## config.mk

```make
export PLATFORM = sky130hd
export DESIGN_NAME = lct_timer
export DESIGN_NICKNAME = d
export VERILOG_FILES = /design/src/rtl/lct_pkg.sv /design/src/rtl/lct_prescaler.sv /design/src/rtl/lct_countdown.sv /design/src/rtl/lct_regs.sv /design/src/rtl/lct_timer.sv
export SDC_FILE = /design/constraint.sdc
export NUM_CORES = 1
export LEC_CHECK = 0
export ABC_AREA = 1
export CAP_MARGIN = 30
export CORE_ASPECT_RATIO = 1.4
export CORE_MARGIN = 2
export CORE_UTILIZATION = 46
export CTS_CLUSTER_SIZE = 14
export DETAILED_ROUTE_END_ITERATION = 7
export GPL_TIMING_DRIVEN = 0
export PLACE_DENSITY = 0.67
export SYNTH_ARGS = -nofsm -noshare
export SYNTH_HDL_FRONTEND = slang
export SYNTH_SLANG_ARGS = --single-unit
export TNS_END_PERCENT = 10
```

## constraint.sdc

```tcl
create_clock -name clk_i -period 3.6 [get_ports clk_i]
set_input_delay 0.54 -clock clk_i [delete_from_list [all_inputs] [get_ports clk_i]]
set_output_delay 0.54 -clock clk_i [all_outputs]
set_load 0.005 [all_outputs]
```

## src/rtl/lct_pkg.sv

```systemverilog
package lct_pkg;

    localparam int DATA_W  = 32;
    localparam int VEC_W   = 8;
    localparam int SEL_W   = 3;
    // largest divisor is 2**(2**SEL_W - 1); prescaler counts up to divisor-1
    localparam int PRE_W   = (1 << SEL_W) - 1;

    localparam int BIT_MASK     = 16;
    localparam int BIT_PERIODIC = 17;

    localparam logic [DATA_W-1:0] TMR_WMASK = 32'h0003_10FF;
    localparam logic [DATA_W-1:0] AUX_WMASK = 32'h0001_10FF;
    localparam logic [DATA_W-1:0] ENT_RESET = 32'h0001_0000;

    localparam int A_CTRL = 0;
    localparam int A_INIT = 1;
    localparam int A_CUR  = 2;
    localparam int A_DIV  = 3;
    localparam int A_ENT0 = 4;

    typedef enum logic [1:0] {
        TS_IDLE = 2'd0,
        TS_RUN  = 2'd1,
        TS_DONE = 2'd2
    } tmr_state_e;

    // code is {b3,b1,b0}; shift wraps modulo 2**SEL_W
    function automatic logic [SEL_W-1:0] div_shift(input logic [SEL_W-1:0] code);
        return code + SEL_W'(1);
    endfunction

endpackage

```

## src/rtl/lct_prescaler.sv

```systemverilog
module lct_prescaler
    import lct_pkg::*;
(
    input  logic             clk_i,
    input  logic             rst_ni,
    input  logic             restart_i,
    input  logic             run_i,
    input  logic [SEL_W-1:0] code_i,
    output logic             tick_o
);

    logic [SEL_W-1:0] shift;
    logic [PRE_W:0]   span;
    logic [PRE_W-1:0] limit;
    logic [PRE_W-1:0] cnt_q;

    assign shift  = div_shift(code_i);
    assign span   = (PRE_W+1)'(1) << shift;
    assign limit  = PRE_W'(span - (PRE_W+1)'(1));
    // >= keeps the prescaler safe when the divisor shrinks mid-count
    assign tick_o = run_i && !restart_i && (cnt_q >= limit);

    always_ff @(posedge clk_i or negedge rst_ni) begin
        if (!rst_ni) begin
            cnt_q <= '0;
        end else if (restart_i || !run_i || tick_o) begin
            cnt_q <= '0;
        end else begin
            cnt_q <= cnt_q + PRE_W'(1);
        end
    end

endmodule

```

## src/rtl/lct_countdown.sv

```systemverilog
module lct_countdown
    import lct_pkg::*;
#(
    parameter int CNT_W = 32
) (
    input  logic             clk_i,
    input  logic             rst_ni,
    input  logic             load_i,
    input  logic [CNT_W-1:0] load_val_i,
    input  logic [CNT_W-1:0] reload_val_i,
    input  logic             tick_i,
    input  logic             periodic_i,
    input  logic             fire_ok_i,
    output logic [CNT_W-1:0] count_o,
    output logic             run_o,
    output logic             expire_o,
    output logic             fire_o
);

    localparam logic [CNT_W-1:0] ONE = CNT_W'(1);

    tmr_state_e       state_q, state_d;
    logic [CNT_W-1:0] count_q;
    logic             fire_q;
    logic             expire_c;

    // next-state logic
    always_comb begin
        state_d  = state_q;
        expire_c = 1'b0;
        if (load_i) begin
            state_d = (load_val_i == '0) ? TS_IDLE : TS_RUN;   // disarm / arm
        end else begin
            unique case (state_q)
                TS_IDLE, TS_DONE: state_d = state_q;           // hold
                TS_RUN: begin
                    if (tick_i && (count_q == ONE)) begin
                        expire_c = 1'b1;
                        state_d  = periodic_i ? TS_RUN : TS_DONE; // expire-repeat / expire-once
                    end
                end
                default: state_d = TS_IDLE;
            endcase
        end
    end

    // state register
    always_ff @(posedge clk_i or negedge rst_ni) begin
        if (!rst_ni) begin
            state_q <= TS_IDLE;
        end else begin
            state_q <= state_d;
        end
    end

    // outputs
    always_ff @(posedge clk_i or negedge rst_ni) begin
        if (!rst_ni) begin
            count_q <= '0;
            fire_q  <= 1'b0;
        end else begin
            fire_q <= expire_c && fire_ok_i;
            if (load_i) begin
                count_q <= load_val_i;
            end else if (expire_c) begin
                count_q <= periodic_i ? reload_val_i : '0;
            end else if ((state_q == TS_RUN) && tick_i) begin
                count_q <= count_q - ONE;
            end
        end
    end

    assign count_o  = count_q;
    assign run_o    = (state_q == TS_RUN);
    assign expire_o = expire_c;
    assign fire_o   = fire_q;

endmodule

```

## src/rtl/lct_regs.sv

```systemverilog
module lct_regs
    import lct_pkg::*;
#(
    parameter int ADDR_W  = 4,
    parameter int NUM_ENT = 6,
    parameter int CNT_W   = 32
) (
    input  logic              clk_i,
    input  logic              rst_ni,
    input  logic              wr_en_i,
    input  logic [ADDR_W-1:0] wr_addr_i,
    input  logic [DATA_W-1:0] wr_data_i,
    input  logic [ADDR_W-1:0] rd_addr_i,
    output logic [DATA_W-1:0] rd_data_o,
    input  logic [CNT_W-1:0]  cur_count_i,
    output logic              sw_en_o,
    output logic [CNT_W-1:0]  init_o,
    output logic [SEL_W-1:0]  div_code_o,
    output logic [VEC_W-1:0]  tmr_vec_o,
    output logic              tmr_mask_o,
    output logic              tmr_periodic_o,
    output logic              load_o
);

    logic                          sw_en_q;
    logic [CNT_W-1:0]              init_q;
    logic [SEL_W-1:0]              div_q;
    logic [NUM_ENT-1:0][DATA_W-1:0] ent_w;
    logic                          hit_ctrl, hit_init, hit_div, mask_all;

    assign hit_ctrl = wr_en_i && (wr_addr_i == ADDR_W'(A_CTRL));
    assign hit_init = wr_en_i && (wr_addr_i == ADDR_W'(A_INIT));
    assign hit_div  = wr_en_i && (wr_addr_i == ADDR_W'(A_DIV));
    assign mask_all = hit_ctrl && !wr_data_i[0];

    always_ff @(posedge clk_i or negedge rst_ni) begin
        if (!rst_ni) begin
            sw_en_q <= 1'b0;
            init_q  <= '0;
            div_q   <= '0;
        end else begin
            if (hit_ctrl) sw_en_q <= wr_data_i[0];
            if (hit_init) init_q  <= wr_data_i[CNT_W-1:0];
            if (hit_div)  div_q   <= {wr_data_i[3], wr_data_i[1:0]};
        end
    end

    for (genvar g = 0; g < NUM_ENT; g++) begin : g_ent
        localparam logic [DATA_W-1:0] WMASK = (g == 0) ? TMR_WMASK : AUX_WMASK;
        logic              hit;
        logic [DATA_W-1:0] q;
        assign hit = wr_en_i && (wr_addr_i == ADDR_W'(A_ENT0 + g));
        always_ff @(posedge clk_i or negedge rst_ni) begin
            if (!rst_ni) begin
                q <= ENT_RESET;
            end else if (mask_all) begin
                q <= q | ENT_RESET;
            end else if (hit) begin
                q <= (wr_data_i & WMASK) | (sw_en_q ? '0 : ENT_RESET);
            end
        end
        assign ent_w[g] = q;
    end

    always_comb begin
        rd_data_o = '0;
        if (rd_addr_i == ADDR_W'(A_CTRL)) rd_data_o = DATA_W'(sw_en_q);
        if (rd_addr_i == ADDR_W'(A_INIT)) rd_data_o = DATA_W'(init_q);
        if (rd_addr_i == ADDR_W'(A_CUR))  rd_data_o = DATA_W'(cur_count_i);
        if (rd_addr_i == ADDR_W'(A_DIV))  rd_data_o = DATA_W'({div_q[2], 1'b0, div_q[1:0]});
        for (int i = 0; i < NUM_ENT; i++) begin
            if (rd_addr_i == ADDR_W'(A_ENT0 + i)) rd_data_o = ent_w[i];
        end
    end

    assign sw_en_o        = sw_en_q;
    assign init_o         = init_q;
    assign div_code_o     = div_q;
    assign tmr_vec_o      = ent_w[0][VEC_W-1:0];
    assign tmr_mask_o     = ent_w[0][BIT_MASK];
    assign tmr_periodic_o = ent_w[0][BIT_PERIODIC];
    assign load_o         = hit_init;

endmodule

```

## src/rtl/lct_timer.sv

```systemverilog
module lct_timer
    import lct_pkg::*;
#(
    parameter int ADDR_W  = 4,
    parameter int NUM_ENT = 6,
    parameter int CNT_W   = 32
) (
    input  logic              clk_i,
    input  logic              rst_ni,
    input  logic              wr_en_i,
    input  logic [ADDR_W-1:0] wr_addr_i,
    input  logic [DATA_W-1:0] wr_data_i,
    input  logic [ADDR_W-1:0] rd_addr_i,
    output logic [DATA_W-1:0] rd_data_o,
    output logic              irq_o,
    output logic [VEC_W-1:0]  irq_vec_o
);

    logic              sw_en, tmr_mask, tmr_periodic, load_init;
    logic              tick, running, expire, fire;
    logic [CNT_W-1:0]  init_q, cur_count, load_val;
    logic [SEL_W-1:0]  div_code;
    logic [VEC_W-1:0]  tmr_vec, vec_q;

    assign load_val = wr_data_i[CNT_W-1:0];

    lct_regs #(
        .ADDR_W (ADDR_W),
        .NUM_ENT(NUM_ENT),
        .CNT_W  (CNT_W)
    ) u_regs (
        .clk_i         (clk_i),
        .rst_ni        (rst_ni),
        .wr_en_i       (wr_en_i),
        .wr_addr_i     (wr_addr_i),
        .wr_data_i     (wr_data_i),
        .rd_addr_i     (rd_addr_i),
        .rd_data_o     (rd_data_o),
        .cur_count_i   (cur_count),
        .sw_en_o       (sw_en),
        .init_o        (init_q),
        .div_code_o    (div_code),
        .tmr_vec_o     (tmr_vec),
        .tmr_mask_o    (tmr_mask),
        .tmr_periodic_o(tmr_periodic),
        .load_o        (load_init)
    );

    lct_prescaler u_pre (
        .clk_i    (clk_i),
        .rst_ni   (rst_ni),
        .restart_i(load_init),
        .run_i    (running),
        .code_i   (div_code),
        .tick_o   (tick)
    );

    lct_countdown #(
        .CNT_W(CNT_W)
    ) u_cnt (
        .clk_i       (clk_i),
        .rst_ni      (rst_ni),
        .load_i      (load_init),
        .load_val_i  (load_val),
        .reload_val_i(init_q),
        .tick_i      (tick),
        .periodic_i  (tmr_periodic),
        .fire_ok_i   (sw_en && !tmr_mask),
        .count_o     (cur_count),
        .run_o       (running),
        .expire_o    (expire),
        .fire_o      (fire)
    );

    always_ff @(posedge clk_i or negedge rst_ni) begin
        if (!rst_ni) begin
            vec_q <= '0;
        end else if (expire) begin
            vec_q <= tmr_vec;
        end
    end

    assign irq_o     = fire;
    assign irq_vec_o = vec_q;

endmodule

```

==> results of run 1 <==
stage by stage:
step / hold WS [ns] / total power (uW)
after floorplan: 0.2444 / 3671
after detailed placement: 0.4680 / 4335
after global placement: 0.4611 / 4299
after CTS: 0.1633 / 6148
after global routing: 0.1876 / 6536
final: 0.1272 / 6152
cells by family (layout without fill, tap and decap cells):
family          count (synthesis)  after routing  share of synthesized area (%)
compound gates                226            226                          15.36
buf+inv                       180            295                          8.590
xor+xnor                       24             24                          2.493
mux                             1              1                         0.1335
simple gates                  553            553                          28.09
flops                         147            147                          43.71
fa+ha+maj                      11             11                          1.632
timing repair:
| item | 4_1_cts | 5_1_grt |
|---|---|---|
| endpoints found under the hold margin | 0 | 0 |
| resized for setup | 7 | 3 |
| setup endpoints to repair | 28 | 36 |
| pin swaps | 0 | 0 |
registers in the layout (all words and copies together) (netlist names):
name               count
u_regs.g_ent.q        61
u_pre.cnt_q            7
u_cnt.count_o         32
u_regs.init_o         32
u_regs.div_code_o      3
u_cnt.state_q          2
u_cnt.fire_o           1
u_regs.sw_en_o         1
irq_vec_o              8
power by group through the flow:
stage               sequential [uW]  combinational [uW]  clock [uW]
floorplan                      2360                1310           0
global placement               2490                1810           0
detailed placement             2490                1840           0
CTS                            2470                1860        1820
global route                   2530                2110        1900
finish                         2480                1860        1810
final timing paths:
kind                                                          to  slack [ns]  depth (start not counted)
max in group asynchronous       u_regs.g_ent[1].q[6]$_DFFE_PN0P_        2.63                          2
worst max-delay path                               rd_data_o[15]        0.06                          7
min in group clk_i              u_regs.g_ent[2].q[2]$_DFFE_PN0P_        0.48                          2
worst min-delay path               u_regs.init_o[20]$_DFFE_PN0P_        0.13                          1
worst max register to register     u_cnt.count_o[31]$_DFFE_PN0P_        0.35                         19
worst min register to register  u_regs.g_ent[2].q[2]$_DFFE_PN0P_        0.48                          2
area by class of cell:
type	count	area, um2
Inverter	142	538.0
Fill cell	1797	7782
Sequential cell	147	3686
Multi-Input combinational cell	815	4035
Clock inverter	15	176.4
Clock buffer	17	425.4
Tap cell	240	300.3
Buffer	37	193.9
Timing Repair Buffer	84	859.6
synth_stat cells (3+ instances only):
cell and number:
nor3_1 8, nand2_1 309, nor4_1 9, nand3_1 50
buf_2 5, nand3b_1 3, nor2_2 5, xor2_1 24
nand4_1 30, o22ai_1 24, clkinv_1 4, dfstp_2 6
o211ai_1 15, ha_1 11, a21oi_1 48, nor2_1 125
buf_6 4, clkbuf_1 25, o221ai_1 3, o211ai_2 11
nor3b_1 3, o21ai_0 124, inv_1 135, dfrtp_1 141
per-layer routing:
layer	vias up	track usage, %	wire, um	share of wire (%)
met5	-	0	0	0
li1	3946	-	-	-
met4	0	19.86	1807	6.4
met2	355	52.26	13960	50
met3	109	4.444	1501	5.4
met1	3847	33.31	10770	38
==> results.md, run 1 <==
- Outcome: complete, no violations
- Post-Syn Instances: 1142
- Clock Tree Root: clkbuf_16
- Pint: 3730 uW
- Top_reg_cell synth: dfrtp_1
- Remaining DRCs: 0
- Crit-path cells: clkdlybuf4s50_1 -> nor2_4 -> nand2_1 -> clkbuf_2 -> clkbuf_2 -> o22ai_1 -> clkdlybuf4s50_1
- Worst r2r src: u_regs.div_code_o[2]$_DFFE_PN0P_
- Area of the mapped netlist: roughly 8400 um2
- Post-synthesis async set-or-reset flop share: 100.0%
- Fin nets: 1298
- Vias per inst: approximately 5.5
- Final WS setup: 0.05918 ns
- Boundary Pins: 84
- Max-capacitance violation count: 0
- CTS Hold Buffers Added: 0
- Final core utilization: 56.76%
- Crit start category: input pin
- Placed cell count: 1466
- Post-Syn Nets: about 1200
- GRT overflow: 0
- Detailed-route via count: 8257
- Sequential share of power: between 40% and 50%
- DRT Pass-1 Iters: 5
- First-pass GRT wire length: 44080 um
- Final period util: between 90 and 100%
- Max clock buf depth: 2
- Worst VDD drop: 0.3535 mV
- Synth area leaders: dfrtp_1, nand2_1, o21ai_0
- Most frequent cells in the layout: nand2_1, dfrtp_1, inv_1, nor2_1, o21ai_0
- Core area: 18000 um2
- Comb power frac: 30.3%
- Post-synth EDFFs: 0
- First-iteration detailed-routing DRC count: slightly above 700
- Worst-path clk slew: 0.07 ns
- RSZ-0062 raised after global routing: yes
- # Post-CTS Setup Buffers: 0
- Vias in the first global route: 8244
- Total CTS buffers: 17
- Port-buffer cells: between 80 and 90
- Leading area contributor after synthesis: dfrtp_1
- CP Max Fanout: 10
- CP max-delay cell: clkdlybuf4s50_1
- Synth cell types: 38
- Proportion of layout cells with a drive suffix above 1: 6.842%
- Clock latency at the later pin of the worst-skew pair: 0.44 ns
- Sw Pwr: 2421 uW
- Cell area after layout: 10210 um2
- Horiz. Die Dim: 118.4 um
- Commonest non-fill, non-tap cell in the layout: nand2_1
- Area grow syn2layout: 21.13%
- Synthesized area per cell: 7.384 um2
- Sequential area share after synthesis: 43.71%
- Worst path arrival time: ~3.0 ns
- Critical path class: input pin to output port
- Biggest cell delay along the critical path: 0.56 ns
- DP Area: 9593 um2
- Initial antenna violation count: 0
- Hold Vio Cnt, Final: 0
- Cell row count: 58
- Clock power share: 29.4%
- DP HPWL: 21080 um
- Endpoint type of the worst setup path: output port
- Synth warn: 0
- WP data required: 3.06 ns
- Setup TNS: 0 ns
- Routed wire length: roughly 28000 um
- Die Y: 164.2 um
- Initial core utilization: 46.86%
- Min-Delay Path Class: input pin to asynchronous set/reset pin
- Critical path's top delay family: buffers and inverters
- # H-tree levels: 4
- Post-Route Skew: 0.01025 ns
- Min cycle time layout: between 3 and 4 ns
- Slew Limit Fails: 0
- Ant diodes: 0
- Area share of the largest cell type after synthesis: between 40% and 50%
- Pre-CTS WS: -0.4592 ns
- Final setup vio count: 0
- WL/cell: 18.73 um
- Relative slew slack: 44.92%
- Slew @ Worst Pin: between 0.8 and 0.9 ns
- Overall Global Routing Usage: between 20% and 30%
- Fmax: 282.4 MHz
- RD Place Congestion: approximately 0.96
- ANT nets after route: 0
- CTS tree: built
- Crit path launch: rd_addr_i[3]
- Switching share of power: 39.36%
- Layout Cells excl Fill: 1497
- Die area: 19450 um2
- Largest net degree at the start of global routing: 77
- Pwr per Cell Area: 602.3 nW/um2
- Register bit total from synthesis: 147
- Buf/Inv on CP: 4
- Clock sinks: 147
- Lkg Pwr: 0.004741 uW
Note: power is estimated with default switching activity, not from simulation.
==> inputs of run 2 (changes only) <==
==> constraint.sdc (replaced) <==
create_clock -name clk_i -period 4.2 [get_ports clk_i]
set_input_delay 0.63 -clock clk_i [delete_from_list [all_inputs] [get_ports clk_i]]
set_output_delay 0.63 -clock clk_i [all_outputs]
set_load 0.005 [all_outputs]
==> run 2 against run 1 <==
  * First-iteration DRC count increased by 3.8%
  * Clock power decreased by 14%
  * Clock skew decreased by 0.0016 ns
  * Sequential cell count unchanged
  * Final area about the same
  * Largest cell class unchanged
==> results.md, run 2 (synthesis results as in run 1) <==
- Outcome: complete, no violations
- Lkg Pwr: 0.004727 uW (-0.29%)
- DP Area: 9593 um2 (unchanged)
- # Post-CTS Setup Buffers: 0 (unchanged)
- Comb power frac: 30.3% (about the same)
- Clock Tree Root: clkbuf_16
- Final setup vio count: 0 (unchanged)
- Reg2Reg Setup Slack: 0.81 ns (+0.46 ns)
- Tot Pwr: 5278 uW (-14%)
- Routed wire length: 28070 um (+0.12%)
- # H-tree levels: 4 (unchanged)
- Slew @ Worst Pin: 0.8052 ns (-0.01799 ns)
- Slew Limit Fails: 0 (unchanged)
- Largest Register: u_regs.g_ent.q
- DRT Pass-1 Iters: 5 (unchanged)
- ANT nets after route: 0 (unchanged)
- Remaining DRCs: 0 (unchanged)
- Min cycle time layout: 4.103 ns
- Post-Route Skew: 0.008690 ns (-0.001555 ns)
- Initial core utilization: 46.86% (unchanged)
- Clock sinks: 147 (unchanged)
- Min-Delay Path Class: input pin to asynchronous set/reset pin
- Last element of the critical path: rd_data_o[15]
- Max-capacitance violation count: 0 (unchanged)
- Pwr per Cell Area: 517.2 nW/um2 (-14%)
- Pint: 3198 uW (-14%)
- Worst path arrival time: 3.47 ns (+0.47 ns)
- Commonest non-fill, non-tap cell in the layout: nand2_1
- Total CTS buffers: 17 (unchanged)
- WP data required: 3.57 ns (+0.51 ns)
- Reg2reg end: u_cnt.count_o[23]$_DFFE_PN0P_
- Crit start category: input pin
- DP HPWL: 21080 um (unchanged)
- Worst r2r src: u_regs.div_code_o[2]$_DFFE_PN0P_
- Worst r2r path cells: 20 (+1)
- Proportion of layout cells with a drive suffix above 1: 6.359% (-0.48 points)
- Critical path class: input pin to output port
- Die area: 19450 um2 (unchanged)
- Initial antenna violation count: 0 (unchanged)
- Max FFs per register: 61 (unchanged)
- Endpoint type of the worst setup path: output port
- Sw Pwr: 2080 uW (-14%)
- Cell area after layout: 10200 um2 (about the same)
- Final period util: 97.68%
- First-iteration detailed-routing DRC count: 740 (+3.8%)
- Switching share of power: 39.41% (+0.053 points)
- Core area: 18000 um2 (unchanged)
- Overall Global Routing Usage: 29.69% (about the same)
- Relative slew slack: 46.32% (+1.4 points)
- Fin nets: 1299 (+0.077%)
- Boundary Pins: 84 (unchanged)
- Port-buffer cells: 83 (unchanged)
- Largest net degree at the start of global routing: 77 (unchanged)
- Worst VDD drop: 0.3038 mV (-14%)
- Filler instances: 1797 (unchanged)
- Crit path launch: rd_addr_i[1]
- Die Y: 164.2 um (unchanged)
- CTS tree: built
- Most frequent cells in the layout: nand2_1, dfrtp_1, inv_1, nor2_1, o21ai_0
- Vias per inst: 5.503 (-0.24%)
- Cell row count: 58 (unchanged)
- Ant diodes: 0 (unchanged)
- Clock power share: 29.5% (about the same)
- Horiz. Die Dim: 118.4 um (unchanged)
- GRT overflow: 0 (unchanged)
- Clock latency at the later pin of the worst-skew pair: 0.44 ns (about the same)
- Vias in the first global route: 8240 (-0.049%)
- RD Place Congestion: 0.9564 (unchanged)
- CP Max Fanout: 10 (unchanged)
- Worst-path clk slew: 0.07 ns (about the same)
- Area grow syn2layout: 21.01% (about the same)
- Final core utilization: 56.70% (about the same)
- WL/cell: 18.74 um (about the same)
- Hold Vio Cnt, Final: 0 (unchanged)
- Fmax: ~240 MHz
- RSZ-0062 raised after global routing: no
- Max clock buf depth: 2 (unchanged)
- First-pass GRT wire length: 44090 um (about the same)
- Detailed-route via count: 8243 (-0.17%)
- Sequential share of power: 40.2% (-0.2 points)
run 2: cell count changes in the layout (fill, tap and decap cells not counted):
cell / previous run / this run
clkbuf_1: 21 / 25
clkbuf_2: 3 / 0
buf_1: 0 / 2
clkbuf_4: 2 / 0
nand2_1: 308 / 309
nand2_2: 2 / 1
run 2: worst max-delay path: stages:
cell and delay, ns:
clkdlybuf4s50_1 0.52, inv_1 0.10, nand2_1 0.11, inv_1 0.07
nand2_1 0.14, clkbuf_1 0.56, clkbuf_1 0.62, o22ai_1 0.21
clkdlybuf4s50_1 0.51
run 2: routing by layer:
layer  vias up  GRT usage [%]  part of all wire [%]
met3       108          4.479                   5.7
met4         0          20.08                   6.4
met2       359          52.15                    50
met5         -              0                     0
li1       3952              -                     -
met1      3824          33.31                    38
run 2: how the worst min path moves through the flow:
stage / to / slack (ns) / cells after the start
detailed placement: u_regs.g_ent[2].q[2]$_DFFE_PN0P_ / 0.47 / 2
finish: u_regs.init_o[20]$_DFFE_PN0P_ / 0.22 / 1
global route: u_regs.init_o[20]$_DFFE_PN0P_ / 0.28 / 1
floorplan: irq_vec_o[0]$_DFFE_PN0N_ / 0.33 / 0
CTS: u_cnt.count_o[26]$_DFFE_PN0P_ / 0.25 / 1
global placement: u_regs.g_ent[2].q[5]$_DFFE_PN0P_ / 0.46 / 2
run 2: final cells by class:
cell class | count | area (um2) | share of cell area (%)
Sequential cell | 147 | 3686 | 36.12
Clock buffer | 17 | 425.4 | 4.169
Multi-Input combinational cell | 815 | 4033 | 39.52
Inverter | 142 | 538.0 | 5.272
Tap cell | 240 | 300.3 | 2.943
Clock inverter | 15 | 176.4 | 1.729
Timing Repair Buffer | 84 | 859.6 | 8.423
Buffer | 38 | 186.4 | 1.827
run 2: repair_timing:
action,CTS,global route
hold buffers,0,0
endpoints found under the setup margin,3,0
resized for setup,2,0
run 2: per-stage QoR:
| stage | cells | setup slack, ns | setup TNS (ns) | hold WS, ns |
|---|---|---|---|---|
| after CTS | 1498 | 0.1485 | 0 | 0.2533 |
| after global routing | 1498 | 0.04607 | 0 | 0.2776 |
| after global placement | 1465 | -3.765 | -538.71 | 0.4611 |
| final | 1498 | 0.09728 | 0 | 0.2204 |
| after detailed placement | 1466 | -0.03924 | -0.05178 | 0.4680 |
| after floorplan | 1142 | 1.414 | 0 | 0.3344 |
run 2: power groups by stage:
stage	logic, uW	clock network (uW)	registers (uW)
global placement	1550	0	2140
global route	1810	1630	2160
floorplan	1120	0	2020
CTS	1590	1560	2110
finish	1600	1560	2120
detailed placement	1580	0	2140
==> inputs of run 3 (changes only) <==
--- a/config.mk
+++ b/config.mk
@@ -13,8 +13,9 @@
 export CTS_CLUSTER_SIZE = 14
 export DETAILED_ROUTE_END_ITERATION = 7
 export GPL_TIMING_DRIVEN = 0
-export PLACE_DENSITY = 0.67
+export PLACE_DENSITY = 0.66
 export SYNTH_ARGS = -nofsm -noshare
 export SYNTH_HDL_FRONTEND = slang
+export SYNTH_HIERARCHICAL = 1
 export SYNTH_SLANG_ARGS = --single-unit
 export TNS_END_PERCENT = 10
==> run 3 against run 2 <==
  * Area after synthesis rose by 6.6%
  * Sequential power decreased by 2%
  * Sequential cell count did not move
  * Global-route usage is 0.41 points higher
  * Clock skew barely moved
  * Worst hold slack lost 0.080 ns
  * Clock-buffer cell count is 1 higher
==> results.md, run 3 <==
- DP HPWL: 22520 um (+6.8%)
- CTS tree: built
- GRT overflow: 0 (unchanged)
- Cell mode on critical path: clkdlybuf4s50_1
- Biggest cell delay along the critical path: 0.71 ns (+0.09 ns)
- Total CTS buffers: 17 (unchanged)
- Port-buffer cells: 82 (-1.2%)
- Relative slew slack: 46.18% (-0.14 points)
- # H-tree levels: 4 (unchanged)
- Leading area contributor after synthesis: dfrtp_1
- Post-Syn Nets: 1314 (+9.9%)
- Filler instances: 1932 (+7.5%)
- Overall Global Routing Usage: 30.10% (+0.41 points)
- Min-Delay Path Class: input pin to asynchronous set/reset pin
- Sw Pwr: 2150 uW (+3.3%)
- DRT Pass-1 Iters: 6 (+1)
- Synth cell types: 40 (+5.3%)
- Largest family of logic cells by synthesized area: simple AND/OR/NAND/NOR gates
- Die Y: 169.4 um (+3.2%)
- Slew Limit Fails: 0 (unchanged)
- Initial core utilization: 46.76% (-0.093 points)
- Worst-path clk slew: 0.07 ns (about the same)
- Proportion of layout cells with a drive suffix above 1: 9.818% (+3.5 points)
- Slew @ Worst Pin: 0.8072 ns (+0.002050 ns)
- Post-Syn Instances: 1260 (+10%)
- Final setup vio count: 0 (unchanged)
- Min cycle time layout: 3.501 ns (-0.6013 ns)
- Clock sinks: 147 (unchanged)
- First-pass GRT wire length: 46840 um (+6.2%)
- Synth area leaders: dfrtp_1, nand2_1, nor2_1
- Post-synth EDFFs: 0 (unchanged)
- Area share of the largest cell type after synthesis: 39.26% (-2.6 points)
- Footprint of the multi-input gates: 4502 um2 (+12%)
- Largest Register: u_regs/g_ent.q
- Clock latency at the later pin of the worst-skew pair: 0.44 ns (about the same)
- Lkg Pwr: 0.005336 uW (+13%)
- Top cell types by occurrence after synthesis: nand2_1, dfrtp_1, nor2_1, inv_1, nand3_1
- Worst VDD drop: 0.3182 mV (+4.7%)
- Synth warn: 6 (+6)
- Sequential Area: 3686 um2 (unchanged)
- Synthesized area per cell: 7.133 um2 (-3.4%)
- Crit start category: input pin
- Fin nets: 1416 (+9.0%)
- Setup TNS: 0 ns (unchanged)
- Switching share of power: 40.07% (+0.65 points)
- Cell area after layout: 10730 um2 (+5.2%)
- Comb power frac: 32.3% (+2.0 points)
- CP Max Fanout: 10 (unchanged)
- Vias per inst: 5.490 (-0.22%)
- Max-capacitance violation count: 0 (unchanged)
- Synth Area in Adders: 1.531% (-0.10 points)
- Die area: 20690 um2 (+6.4%)
- Boundary Pins: 84 (unchanged)
- Detailed-route via count: 8911 (+8.1%)
- Horiz. Die Dim: 122.1 um (+3.1%)
- Simple-Gate Fraction of Synth Area: 36.61% (+8.5 points)
- RD Place Congestion: 0.9966 (+4.2%)
- CTS Hold Buffers Added: 0 (unchanged)
- Post-synthesis async set-or-reset flop share: 100.0% (unchanged)
- Fmax: 285.6 MHz (+17%)
- Core area: 19220 um2 (+6.8%)
- Commonest non-fill, non-tap cell in the layout: nand2_1
- CP max-delay cell: clkdlybuf4s50_1
- DP Area: 10150 um2 (+5.8%)
- Area grow syn2layout: 19.41%
- Remaining DRCs: 0 (unchanged)
- Hold Vio Cnt, Final: 0 (unchanged)
- Register bit total from synthesis: 147 (unchanged)
- Outcome: complete, no violations
- Top_reg_cell synth: dfrtp_1
- Sequential share of power: 38.7% (-1.5 points)
- Critical path class: input pin to output port
- First-iteration detailed-routing DRC count: 755 (+2.0%)
- Post-Route Skew: 0.008316 ns (-0.0003737 ns)
- Endpoint type of the worst setup path: output port
- Initial antenna violation count: 0 (unchanged)
- Sequential area share after synthesis: 41.01% (-2.7 points)
- Clock Tree Root: clkbuf_16
- Pre-CTS WS: 0.5222 ns (+0.5615 ns)
- RSZ-0062 raised after global routing: no
- Crit-path cells: clkdlybuf4s50_1 -> inv_4 -> nor2_8 -> nand2_2 -> buf_6 -> o22ai_1 -> nand4_1 -> clkdlybuf4s50_1
- Vias in the first global route: 8538 (+3.6%)
- Most common cell in the netlist: nand2_1
- Compound-gate portion of the synthesized area: 10.16% (-5.2 points)
- Ant diodes: 0 (unchanged)
- Max clock buf depth: 2 (unchanged)
- Max FFs per register: 61 (unchanged)
- Final period util: 83.37% (-14 points)
- Most frequent cells in the layout: nand2_1, dfrtp_1, nor2_1, inv_1, nand3_1
- # resized after CTS: 0 (-2)
- Area of the mapped netlist: 8987 um2 (+6.6%)
- Routed wire length: 30470 um (+8.5%)
- Pint: 3216 uW (+0.57%)
- Cell row count: 60 (+3.4%)
- Clock power share: 29.0% (-0.5 points)
- WP data required: 3.57 ns (about the same)
- Final WS setup: 0.6986 ns (+0.6013 ns)
- Pwr per Cell Area: 500.0 nW/um2 (-3.3%)
- Tot Pwr: 5366 uW (+1.7%)
- WL/cell: 18.78 um (+0.18%)
- # Post-CTS Setup Buffers: 0 (unchanged)
- Worst path arrival time: 2.87 ns (-0.60 ns)
- ANT nets after route: 0 (unchanged)
- Synth Area in XOR/XNOR: 1.657% (-0.84 points)
- Mux contribution to synthesized area: 0.1253% (-0.0082 points)
- Largest net degree at the start of global routing: 98 (+27%)
run 3: cell count changes in the layout (fill, tap and decap cells not counted), moves of 11 or more:
cell and delta:
nand2_1 +138, o21ai_0 -56, nand3_1 +36, inv_1 -29, a32o_1 +21, a21oi_1 -20
nand4_1 +18, o22ai_1 -17, nor2_2 +16, buf_2 +14, xor2_1 -13, buf_4 +12
o211ai_2 -11
run 3: layer usage:
layer	vias up	GRT usage, %	part of all wire [%]
met5	-	0	0
met4	0	14.69	4.9
met3	90	5.141	5.7
met2	352	52.83	51
met1	4189	35.17	38
li1	4280	-	-
run 3: cell families (layout without fill, tap and decap cells):
| kind of cell | count (synthesis) | in the layout |
|---|---|---|
| multiplexers | 1 | 1 |
| AO/OA/AOI/OAI | 151 | 151 |
| XOR/XNOR | 17 | 17 |
| buffers and inverters | 178 | 293 |
| AND/OR/NAND/NOR | 755 | 755 |
| adder cells (fa/ha/maj) | 11 | 11 |
| flip-flops | 147 | 147 |
run 3: area by class of cell:
type	instances	share of cell area, %
Buffer	60	3.300
Inverter	118	4.151
Clock inverter	14	1.352
Clock buffer	18	4.092
Multi-Input combinational cell	935	41.95
Timing Repair Buffer	83	7.917
Sequential cell	147	34.35
Tap cell	248	2.891
run 3: final timing paths:
path | endpoint | slack [ns] | cells after the start | from
min in group clk_i | irq_vec_o[3]$_DFFE_PN0P_ | 0.47 | 2 | irq_vec_o[3]$_DFFE_PN0P_
max | rd_data_o[7] | 0.70 | 8 | rd_addr_i[1]
max in group asynchronous | u_regs/g_ent[3].q[16]$_DFFE_PN1P_ | 3.17 | 2 | rst_ni
min reg2reg | irq_vec_o[3]$_DFFE_PN0P_ | 0.47 | 2 | irq_vec_o[3]$_DFFE_PN0P_
min | u_regs/init_o[25]$_DFFE_PN0P_ | 0.14 | 1 | rst_ni
max reg2reg | irq_vec_o[5]$_DFFE_PN0P_ | 0.79 | 24 | u_regs/div_code_o[1]$_DFFE_PN0P_
run 3: critical path: cells and delay by family:
| kind | cells | cell delay, ns |
|---|---|---|
| AND/OR/NAND/NOR | 3 | 0.45 |
| AO/OA/AOI/OAI | 1 | 0.29 |
| buffers and inverters | 4 | 1.49 |
run 3: power groups by stage:
stage	sequential (uW)	clock, uW	combinational, uW
final	2080	1550	1730
after CTS	2070	1570	1710
after global routing	2120	1630	1940
after detailed placement	2100	0	1700
after global placement	2090	0	1680
after floorplan	1980	0	1230
run 3: through the flow:
step,cells,util (%),hold WS (ns)
final,1623,55.84,0.1405
after global routing,1623,55.84,0.1718
after CTS,1623,55.84,0.1531
after detailed placement,1591,52.80,0.4649
after global placement,1590,52.65,0.4604
after floorplan,1260,-,0.3344
